===== src/rtl/spi_lane_host_pkg.sv =====
package spi_lane_host_pkg;

  localparam int OFF_CFG = 'h00;
  localparam int OFF_STS = 'h04;
  localparam int OFF_EN  = 'h10;
  localparam int OFF_TXD = 'h14;
  localparam int OFF_RXD = 'h24;
  localparam int OFF_DIV = 'h28;
  localparam int OFF_OPC = 'h30;

  localparam int WORD_BYTES = 4;
  localparam int MAX_EDGES  = WORD_BYTES * 8 * 2;
  localparam int EDGE_W     = $clog2(MAX_EDGES) + 1;

  localparam int CFG_CS_ASSERT = 0;
  localparam int CFG_CS_MANUAL = 1;
  localparam int CFG_IDLE_LVL  = 16;
  localparam int CFG_CPOL      = 19;
  localparam int CFG_CPHA      = 20;
  localparam int OPC_READ      = 23;

  typedef enum logic [1:0] {
    ST_IDLE = 2'd0,
    ST_RUN  = 2'd1,
    ST_FIN  = 2'd2
  } xferState_e;

  typedef struct packed {
    logic load;
    logic shift;
    logic sample;
    logic finish;
    logic pop;
    logic clrOvf;
  } dpStrobe_t;

  typedef struct packed {
    logic [1:0] laneSel;
    logic       rdMode;
    logic [2:0] nBytes;
  } xferDesc_t;

  function automatic logic [1:0] laneSelFromCode(input logic [1:0] code);
    case (code)
      2'd0:    return 2'd0;
      2'd1:    return 2'd1;
      default: return 2'd2;
    endcase
  endfunction

endpackage


===== src/rtl/spi_lane_ctrl.sv =====
module spi_lane_ctrl
  import spi_lane_host_pkg::*;
#(
  parameter int ADDR_W = 8,
  parameter int DIV_W  = 8
) (
  input  logic              clk,
  input  logic              rstN,
  input  logic              regWrEn,
  input  logic              regRdEn,
  input  logic [ADDR_W-1:0] regAddr,
  input  logic [31:0]       regWdata,
  output logic [31:0]       cfgReg,
  output logic              hostEn,
  output logic [DIV_W-1:0]  divReg,
  output logic [31:0]       opReg,
  output xferDesc_t         desc,
  output dpStrobe_t         strb,
  output logic              busy,
  output logic              sclk,
  output logic              csN
);

  localparam int IDX_W = ADDR_W - 2;

  xferState_e        state;
  logic [DIV_W-1:0]  divCnt;
  logic [EDGE_W-1:0] edgeCnt;
  logic [EDGE_W-1:0] edgeTotal;
  logic [EDGE_W-1:0] lastEdge;
  logic [IDX_W-1:0]  txIdx;
  logic              txHit;
  logic              txAccept;
  logic              edgeNow;
  logic [2:0]        newBytes;
  logic              cpol;
  logic              cpha;

  assign cpol = cfgReg[CFG_CPOL];
  assign cpha = cfgReg[CFG_CPHA];

  // Transmit address decode: index 0..3 from 0x14..0x20
  assign txIdx    = regAddr[ADDR_W-1:2] - IDX_W'(OFF_TXD >> 2);
  assign txHit    = regWrEn && (regAddr[1:0] == 2'b00) && (txIdx < IDX_W'(4));
  assign txAccept = txHit && hostEn && (state == ST_IDLE);
  assign newBytes = (txIdx[1:0] == 2'd0) ? 3'd4 : {1'b0, txIdx[1:0]};

  // Register file
  always_ff @(posedge clk or negedge rstN) begin
    if (!rstN) begin
      cfgReg <= '0;
      hostEn <= 1'b0;
      divReg <= '0;
      opReg  <= '0;
    end else if (regWrEn) begin
      if (regAddr == ADDR_W'(OFF_CFG)) cfgReg <= regWdata;
      if (regAddr == ADDR_W'(OFF_EN))  hostEn <= regWdata[0];
      if (regAddr == ADDR_W'(OFF_DIV)) divReg <= regWdata[DIV_W-1:0];
      if (regAddr == ADDR_W'(OFF_OPC)) opReg  <= regWdata;
    end
  end

  // Edge budget of the running transfer
  assign edgeTotal = (EDGE_W'(desc.nBytes) << 4) >> desc.laneSel;
  assign lastEdge  = edgeTotal - EDGE_W'(1);
  assign edgeNow   = (state == ST_RUN) && (divCnt == divReg);

  always_ff @(posedge clk or negedge rstN) begin
    if (!rstN) begin
      state   <= ST_IDLE;
      divCnt  <= '0;
      edgeCnt <= '0;
      sclk    <= 1'b0;
      desc    <= '0;
    end else begin
      case (state)
        ST_IDLE: begin
          sclk <= cpol;
          if (txAccept) begin
            state   <= ST_RUN;
            divCnt  <= '0;
            edgeCnt <= '0;
            desc    <= '{laneSel: laneSelFromCode(opReg[7:6]),
                         rdMode:  opReg[OPC_READ],
                         nBytes:  newBytes};
          end
        end
        ST_RUN: begin
          if (edgeNow) begin
            divCnt  <= '0;
            sclk    <= ~sclk;
            edgeCnt <= edgeCnt + EDGE_W'(1);
            if (edgeCnt == lastEdge) state <= ST_FIN;
          end else begin
            divCnt <= divCnt + DIV_W'(1);
          end
        end
        default: state <= ST_IDLE;
      endcase
    end
  end

  // Strobes to the datapath
  always_comb begin
    strb        = '0;
    strb.load   = txAccept;
    strb.sample = edgeNow && (edgeCnt[0] == cpha);
    strb.shift  = edgeNow && (edgeCnt[0] != cpha) && (edgeCnt != '0);
    strb.finish = (state == ST_FIN);
    strb.pop    = regRdEn && (regAddr == ADDR_W'(OFF_RXD));
    strb.clrOvf = regWrEn && (regAddr == ADDR_W'(OFF_STS)) && regWdata[4];
  end

  assign busy = (state != ST_IDLE);
  assign csN  = ~(hostEn & (cfgReg[CFG_CS_MANUAL] ? cfgReg[CFG_CS_ASSERT] : busy));

  AST_TX_IGNORED_BUSY: assert property (@(posedge clk) disable iff (!rstN)
    (busy && txHit) |=> $stable(desc));
  AST_SCLK_IDLE_LEVEL: assert property (@(posedge clk) disable iff (!rstN)
    (state == ST_IDLE) |=> (sclk == $past(cpol)));
  AST_EDGE_LIMIT: assert property (@(posedge clk) disable iff (!rstN)
    (state == ST_RUN) |-> (edgeCnt <= lastEdge));
  AST_STROBE_EXCLUSIVE: assert property (@(posedge clk) disable iff (!rstN)
    $onehot0({strb.load, strb.shift, strb.sample, strb.finish}));
  AST_FIN_REST_PARITY: assert property (@(posedge clk) disable iff (!rstN)
    (state == ST_FIN) |-> (sclk == $past(sclk, 1) || edgeCnt[0] == 1'b0));

endmodule


===== src/rtl/spi_lane_dp.sv =====
module spi_lane_dp
  import spi_lane_host_pkg::*;
(
  input  logic        clk,
  input  logic        rstN,
  input  dpStrobe_t   strb,
  input  xferDesc_t   desc,
  input  logic [31:0] loadWord,
  input  logic        hostEn,
  input  logic        idleLvl,
  input  logic        busy,
  input  logic [3:0]  sioIn,
  output logic [3:0]  sioOut,
  output logic [3:0]  sioOe,
  output logic [31:0] rxWord,
  output logic        rxValid,
  output logic        rxOvf
);

  logic [31:0] txShift;
  logic [31:0] rxBits;
  logic [31:0] alignWord;
  logic [31:0] swapWord;

  // First byte on the wire goes to the top of the shifter
  always_comb begin
    for (int b = 0; b < WORD_BYTES; b++) begin
      swapWord[8*(WORD_BYTES-1-b) +: 8] = loadWord[8*b +: 8];
    end
  end

  always_ff @(posedge clk or negedge rstN) begin
    if (!rstN) begin
      txShift <= '0;
      rxBits  <= '0;
    end else if (strb.load) begin
      txShift <= swapWord;
      rxBits  <= '0;
    end else begin
      if (strb.shift) begin
        case (desc.laneSel)
          2'd0:    txShift <= {txShift[30:0], 1'b0};
          2'd1:    txShift <= {txShift[29:0], 2'b00};
          default: txShift <= {txShift[27:0], 4'b0000};
        endcase
      end
      if (strb.sample) begin
        case (desc.laneSel)
          2'd0:    rxBits <= {rxBits[30:0], sioIn[1]};
          2'd1:    rxBits <= {rxBits[29:0], sioIn[1:0]};
          default: rxBits <= {rxBits[27:0], sioIn[3:0]};
        endcase
      end
    end
  end

  // Place n arrived bytes at the top of the word, first byte lowest
  always_comb begin
    alignWord = '0;
    for (int i = 0; i < WORD_BYTES; i++) begin
      if (i < int'(desc.nBytes)) begin
        alignWord[8*(WORD_BYTES - int'(desc.nBytes) + i) +: 8] =
          rxBits[8*(int'(desc.nBytes) - 1 - i) +: 8];
      end
    end
  end

  always_ff @(posedge clk or negedge rstN) begin
    if (!rstN) begin
      rxWord  <= '0;
      rxValid <= 1'b0;
      rxOvf   <= 1'b0;
    end else begin
      if (strb.finish) begin
        rxWord  <= alignWord;
        rxValid <= 1'b1;
      end else if (strb.pop) begin
        rxValid <= 1'b0;
      end
      if (strb.clrOvf) rxOvf <= 1'b0;
      if (strb.finish && rxValid && !strb.pop) rxOvf <= 1'b1;
    end
  end

  // Lane drivers
  always_comb begin
    sioOut = {4{idleLvl}};
    sioOe  = 4'b0000;
    if (hostEn) begin
      if (!busy) begin
        sioOe = 4'b1101;
      end else begin
        case (desc.laneSel)
          2'd0: begin
            sioOe     = 4'b1101;
            sioOut[0] = desc.rdMode ? 1'b1 : txShift[31];
          end
          2'd1: begin
            sioOe       = desc.rdMode ? 4'b1100 : 4'b1111;
            sioOut[1:0] = txShift[31:30];
          end
          default: begin
            sioOe  = desc.rdMode ? 4'b0000 : 4'b1111;
            sioOut = txShift[31:28];
          end
        endcase
      end
    end
  end

  AST_RX_POP_CLEARS: assert property (@(posedge clk) disable iff (!rstN)
    (strb.pop && !strb.finish) |=> !rxValid);
  AST_OVF_STICKY: assert property (@(posedge clk) disable iff (!rstN)
    (rxOvf && !strb.clrOvf) |=> rxOvf);
  AST_OVF_ON_UNREAD: assert property (@(posedge clk) disable iff (!rstN)
    (strb.finish && rxValid && !strb.pop) |=> (rxOvf && rxValid));
  AST_FINISH_SETS_PENDING: assert property (@(posedge clk) disable iff (!rstN)
    strb.finish |=> rxValid);

endmodule


===== src/rtl/spi_lane_host.sv =====
module spi_lane_host
  import spi_lane_host_pkg::*;
#(
  parameter int ADDR_W = 8,
  parameter int DIV_W  = 8
) (
  input  logic              clk,
  input  logic              rstN,
  input  logic              regWrEn,
  input  logic              regRdEn,
  input  logic [ADDR_W-1:0] regAddr,
  input  logic [31:0]       regWdata,
  output logic [31:0]       regRdata,
  output logic              sclk,
  output logic              csN,
  output logic [3:0]        sioOut,
  output logic [3:0]        sioOe,
  input  logic [3:0]        sioIn
);

  logic [31:0]      cfgReg;
  logic             hostEn;
  logic [DIV_W-1:0] divReg;
  logic [31:0]      opReg;
  xferDesc_t        desc;
  dpStrobe_t        strb;
  logic             busy;
  logic [31:0]      rxWord;
  logic             rxValid;
  logic             rxOvf;

  spi_lane_ctrl #(.ADDR_W(ADDR_W), .DIV_W(DIV_W)) i_ctrl (
    .clk      (clk),
    .rstN     (rstN),
    .regWrEn  (regWrEn),
    .regRdEn  (regRdEn),
    .regAddr  (regAddr),
    .regWdata (regWdata),
    .cfgReg   (cfgReg),
    .hostEn   (hostEn),
    .divReg   (divReg),
    .opReg    (opReg),
    .desc     (desc),
    .strb     (strb),
    .busy     (busy),
    .sclk     (sclk),
    .csN      (csN)
  );

  spi_lane_dp i_dp (
    .clk      (clk),
    .rstN     (rstN),
    .strb     (strb),
    .desc     (desc),
    .loadWord (regWdata),
    .hostEn   (hostEn),
    .idleLvl  (cfgReg[CFG_IDLE_LVL]),
    .busy     (busy),
    .sioIn    (sioIn),
    .sioOut   (sioOut),
    .sioOe    (sioOe),
    .rxWord   (rxWord),
    .rxValid  (rxValid),
    .rxOvf    (rxOvf)
  );

  always_comb begin
    regRdata = '0;
    if (regAddr == ADDR_W'(OFF_CFG)) regRdata = cfgReg;
    if (regAddr == ADDR_W'(OFF_STS)) regRdata = {27'd0, rxOvf, ~rxValid, rxValid, ~busy, ~busy};
    if (regAddr == ADDR_W'(OFF_EN))  regRdata = {31'd0, hostEn};
    if (regAddr == ADDR_W'(OFF_RXD)) regRdata = rxWord;
    if (regAddr == ADDR_W'(OFF_DIV)) regRdata = 32'(divReg);
    if (regAddr == ADDR_W'(OFF_OPC)) regRdata = opReg;
  end

endmodule


===== config.mk =====
export PLATFORM = sky130hd
export DESIGN_NAME = spi_lane_host
export DESIGN_NICKNAME = d
export VERILOG_FILES = /design/src/rtl/spi_lane_host_pkg.sv /design/src/rtl/spi_lane_ctrl.sv /design/src/rtl/spi_lane_dp.sv /design/src/rtl/spi_lane_host.sv
export SDC_FILE = /design/constraint.sdc
export NUM_CORES = 1
export LEC_CHECK = 0
export ABC_CLOCK_PERIOD_IN_PS = 5090
export BUFFER_PORTS_ARGS = -buffer_cell sky130_fd_sc_hd__buf_2
export CELL_PAD_IN_SITES_DETAIL_PLACEMENT = 1
export CELL_PAD_IN_SITES_GLOBAL_PLACEMENT = 2
export CORE_AREA = 3 3 210 192
export DETAILED_ROUTE_END_ITERATION = 7
export DIE_AREA = 0 0 213 195
export PLACE_DENSITY_LB_ADDON = 0.08
export SLEW_MARGIN = 25
export SYNTH_ARGS = -nofsm -noshare
export SYNTH_HDL_FRONTEND = slang
export SYNTH_HIERARCHICAL = 1
export SYNTH_SLANG_ARGS = --single-unit

===== constraint.sdc =====
create_clock -name clk -period 5.09 [get_ports clk]
set_clock_uncertainty 0.2 [all_clocks]
set_input_delay 0.2545 -clock clk [delete_from_list [all_inputs] [get_ports clk]]
set_output_delay 0.2545 -clock clk [all_outputs]
set_load 0.1 [all_outputs]

# Yosys cells after proc, flatten, opt, wreduce, memory -nomap -nowiden
# Index checks and enable logic that the tools add are counted.
# op_classes
n_mul	0
reduce_logical	37
mux	49
shift	13
bitwise_logic	6
eq_ne	16
div_mod_pow	0
n_lt_le_gt_ge	5
add_sub_neg	16
# op_table
op	n
$mux W32	14
$neg A32 Y33	4
$shift A8 B33 Y32 const A	4
$shiftx A8 B33 Y32	4
$pmux W32 S2	2
$bwmux W32	3
$shiftx A32 B32 Y8	3
$add A29 B3 Y29 const B	2
$and A32 B32 Y32	1
$shiftx A32 B7 Y8	1
$add A29 B2 Y29 const B	1
$eq A8 B6 Y1 const B	3
$mux W4	5
$mux W8	2
$pmux W8 S2	1
$mux W7	2
$pmux W7 S2	1
$reduce_and A2 Y1	7
$logic_and A1 B1 Y1	13
$reduce_bool A2 Y1	6
$logic_not A2 Y1	5
$mux W2	5
$sub A4 B3 Y5 const B	2
$add A8 B1 Y8 const B	1
32 further kinds	50
# word_totals
input_bits	48
latchBits	0
regBits	195
mem_bits_ro	0
mem_bits_rw	0
memories	0
out_inout_bits	42

# Longest topological paths before layout
# logic_depth
ltp_word	11
ltp_mapped	22

# Modules after synthesis
# Netlist, hierarchy kept.
# by_module_without_submodules
module	cells_per_inst	area_per_inst_um2	seq_area_each_um2	instances
spi_lane_dp	958	7948.9	2452.4	1
spi_lane_ctrl	366	4519.3	2427.3	1
spi_lane_host	147	894.6	0.0	1

# Least setup slack after synthesis
# No wires, ideal clock.
# synth_path
kind	reg2reg
startpoint	register i_ctrl/desc[0] (netlist name)
endpoint	register i_dp.rxWord[0]
t_required_ns	4.760
t_arrival_ns	4.791
setup_slack_ns	-0.030
stages_incl_launch_ff	23
setup_ns	0.130
n_path_buf	6
cell_sequence	dfrtp_1 -> buf_2 -> inv_2 -> clkbuf_1 -> clkbuf_1 -> ha_1 -> ha_1 -> buf_6 -> inv_1 -> ha_1 -> buf_6 -> nor2_1 -> a221oi_1 -> and2_1 -> nand4_1 -> ha_1 -> nor4b_1 -> nand3_1 -> or3_1 -> or3_1 -> buf_2 -> nand2_4 -> o221ai_2
# synth_between
elab_chain_cells	11
# synth_lines
element	line_no	text
parallel branches: the longest is 10 deep, another holds $neg A32 Y33	--	
$mux W32 *	spi_lane_dp.sv:61	if (i < int'(desc.nBytes)) begin
end signal, assigned	spi_lane_dp.sv:75	rxWord <= alignWord;
end, declared	spi_lane_dp.sv:15	output logic [31:0] rxWord,
# Mark *: on every way between the ends.
# A chain may end at the register's enable or synchronous reset.

# Worst setup path in the final report
# layout_path
startpoint	register i_ctrl/desc[1] (netlist name)
endpoint	register i_dp.rxWord[0]
# layout_between
elab_chain_cells	11
# layout_lines
element	line_no
parallel branches: the longest is 10 deep, another holds $neg A32 Y33	--
$mux W32 *	spi_lane_dp.sv:61
# Marked as above.

==> metrics.txt <==
status=finished, final reports clean; 1st-iter DRT viols=736; share of cells above drive strength 1=18.2%; total die area=0.0415 sq mm; n_diodes=0; Reg clk slew, reported paths=0.08 ns; synth warn=6; hpwl dp=33100 um; Final period util=91.3%; Crit Path Class=reg -> reg; largest fanout on the critical path=11; postcts setup bufs=0; ys async rst share=100%; Critical Path AT=4.79 ns; largest net degree at the start of global routing=103; clk root buf=clkbuf_16; minimum clock period=4.65 ns; Post-synth EDFFs=0; post-synthesis cell count=1471; main combinational cell family by area after synthesis=multiplexers; Synth area leader=dfrtp_1; Core Area=0.0382 sq mm; Clock Sinks=195; overall power=0.00334 W; Detailed Route WL=46100 um; global placement routability congestion=0.885; post-synth top area share=36.5%; post-route ant nets=0; Die Ht=195 um; Post-Synth Adder-Cell Area=2.90%; pwr dens=221 mW/mm^2; Synth cell types=85; Setup crit start kind=register; Syn Nets=1550; Max-cap violations=0; vias=11344; top cells by area, synth=dfrtp_1, mux2i_1, mux2_2, nand2_1, o21ai_0; worst slew margin relative to its limit=28.2%; #FFs+latches synth=195; CTS tree=yes; final core occ=39.6%; Critical Path RT=5.23 ns; Synth Flop Type=dfrtp_1; Synth Area in Simple Gates=18.8%; Setup crit end kind=register; Vias/cell=5.56; chip width=213 um; Peak Freq=215 MHz; worst skew pair latency=0.47 ns; initial antenna violation count=0; CTS Buf Count=17; P_leak=5.95 nW; first-pass GRT wire length=72000 um; Avg Cell Area, Syn=9.08 sq um; Tightest Pin Transition=1.07 ns; Starting Density=35.0%; mux contribution to synthesized area=19.8%; port bufs=89; sequential area share after synthesis=36.5%; most common cell after layout, fill and taps aside=nand2_1; most frequent cells in the layout=nand2_1, dfrtp_1, mux2i_1; Synth Area in Compound Gates=15.8%; Post-Synth XOR/XNOR Area=1.54%; routed len/inst=22.6 um; gr usage total=22.5%; unrepaired setup endpoints after global routing=no; post-route setup TNS=0 ns; GRT Residual Overflow=0; hold crit path type=in -> reg; # rows=68; Clock Path Buffers=2; vias in the first global route=11622; max-slew violation count=0; drt drc=0; Ports=90; Final Setup Violations=0; Final Hold Fails=0; Worst VDD drop=186 uV; Pre-antenna DRT Iters=4; H-tree Lvls=4; final net count=1617; Area growth syn-to-layout=13.2%; Syn Std Cell Area=0.0134 sq mm
per-stage QoR:
step	hold slack, ns	cell area, sq um	setup WS (ns)	std cells
after floorplan	-0.241	13400	0.0602	1471
after global placement	0.221	14200	0.534	1972
after detailed placement	0.225	14200	0.325	1972
after CTS	0.0410	15100	0.285	2041
after global routing	0.0794	15100	0.0534	2041
final	0.0652	15100	0.441	2041
worst max-delay path, cell delays in order (launching register included):
cell	delay [ns]
dfrtp_1	0.38
inv_1	0.11
ha_2	0.19
ha_1	0.24
inv_1	0.19
ha_2	0.37
nor2_1	0.09
a221oi_2	0.39
and2_1	0.32
nand4_1	0.14
ha_1	0.26
nor4b_1	0.31
nand3_1	0.12
or3_1	0.36
or3_1	0.52
nand2_4	0.21
o221ai_2	0.13
power by group:
group          internal, W  total, W  switching (W)
sequential         0.00159   0.00164      0.0000455
combinational     0.000105  0.000276       0.000171
clock             0.000701   0.00143       0.000727
per-layer routing:
metal / GRT usage [%] / up-vias / share of wire [%]
li1: - / 5430 / -
met1: 32.5 / 5719 / 50
met2: 35.5 / 165 / 46
met3: 3.65 / 30 / 3.0
met4: 4.53 / 0 / 1.3
met5: 0 / - / 0
final cells by class:
type | count | area, sq um
fill | 4440 | 23100
multi-input combinational | 1140 | 7900
sequential | 195 | 4890
timing repair buffer | 149 | 1010
tap | 490 | 613
clock buffer | 17 | 425
clock inverter | 15 | 165
inverter | 35 | 133
state kept, by name (all words and copies together), names as in the netlist:
name,flops
i_ctrl/cfgReg,32
i_ctrl/desc,6
i_ctrl/divCnt,8
i_ctrl/divReg,8
i_ctrl/edgeCnt,7
i_ctrl/hostEn,1
i_ctrl/opReg,32
i_ctrl/sclk,1
i_ctrl/state,2
i_dp/rxBits,32
i_dp/rxOvf,1
i_dp/rxValid,1
i_dp/rxWord,32
i_dp/txShift,32
path summary, 6_finish.rpt:
| path | start | end | slack (ns) | cells past startpoint |
|---|---|---|---|---|
| worst min register to register | i_ctrl/cfgReg[28]$_DFFE_PN0P_ | i_ctrl/cfgReg[28]$_DFFE_PN0P_ | 0.31 | 1 |
| max in group asynchronous | rstN | i_dp/rxBits[0]$_DFFE_PN0P_ | 3.34 | 3 |
| worst max register to register | i_ctrl/desc[1]$_DFFE_PN0P_ | i_dp/rxWord[0]$_DFFE_PN0P_ | 0.44 | 16 |
| worst min-delay path | regRdEn | i_dp/rxValid$_DFFE_PN0P_ | 0.07 | 4 |
| worst max-delay path | i_ctrl/desc[1]$_DFFE_PN0P_ | i_dp/rxWord[0]$_DFFE_PN0P_ | 0.44 | 16 |
| min in group asynchronous | rstN | i_ctrl/divCnt[5]$_DFFE_PN0P_ | 0.25 | 2 |
cells in the mapped netlist, types with 12 or more instances:
cell / count
nand2_1: 231
dfrtp_1: 195
mux2i_1: 156
o21ai_0: 139
mux2_2: 96
nor2_1: 90
clkbuf_1: 61
a22oi_1: 31
ha_1: 31
inv_1: 31
nand3_1: 28
nand2b_1: 23
a21oi_1: 19
nor3_1: 18
o211ai_1: 18
a31oi_1: 17
buf_2: 17
o21ai_1: 17
nor2b_1: 15
xor2_1: 14
o22ai_1: 12
logic make-up after synthesis:
logic type                 Yosys count
buffers and inverters              136
xor gates and xnor gates            22
AOI/OAI and AO/OA                  326
and+or+nand+nor                    509
DFF                                195
muxes                              252
adders and majority gates           31
timing repair:
item	4_1_cts	5_1_grt
hold buffers	37	0
hold endpoints to repair	202	0
resized for setup	0	2
endpoints found under the setup margin	0	15
No activity file was read; power rests on OpenSTA's default activity.
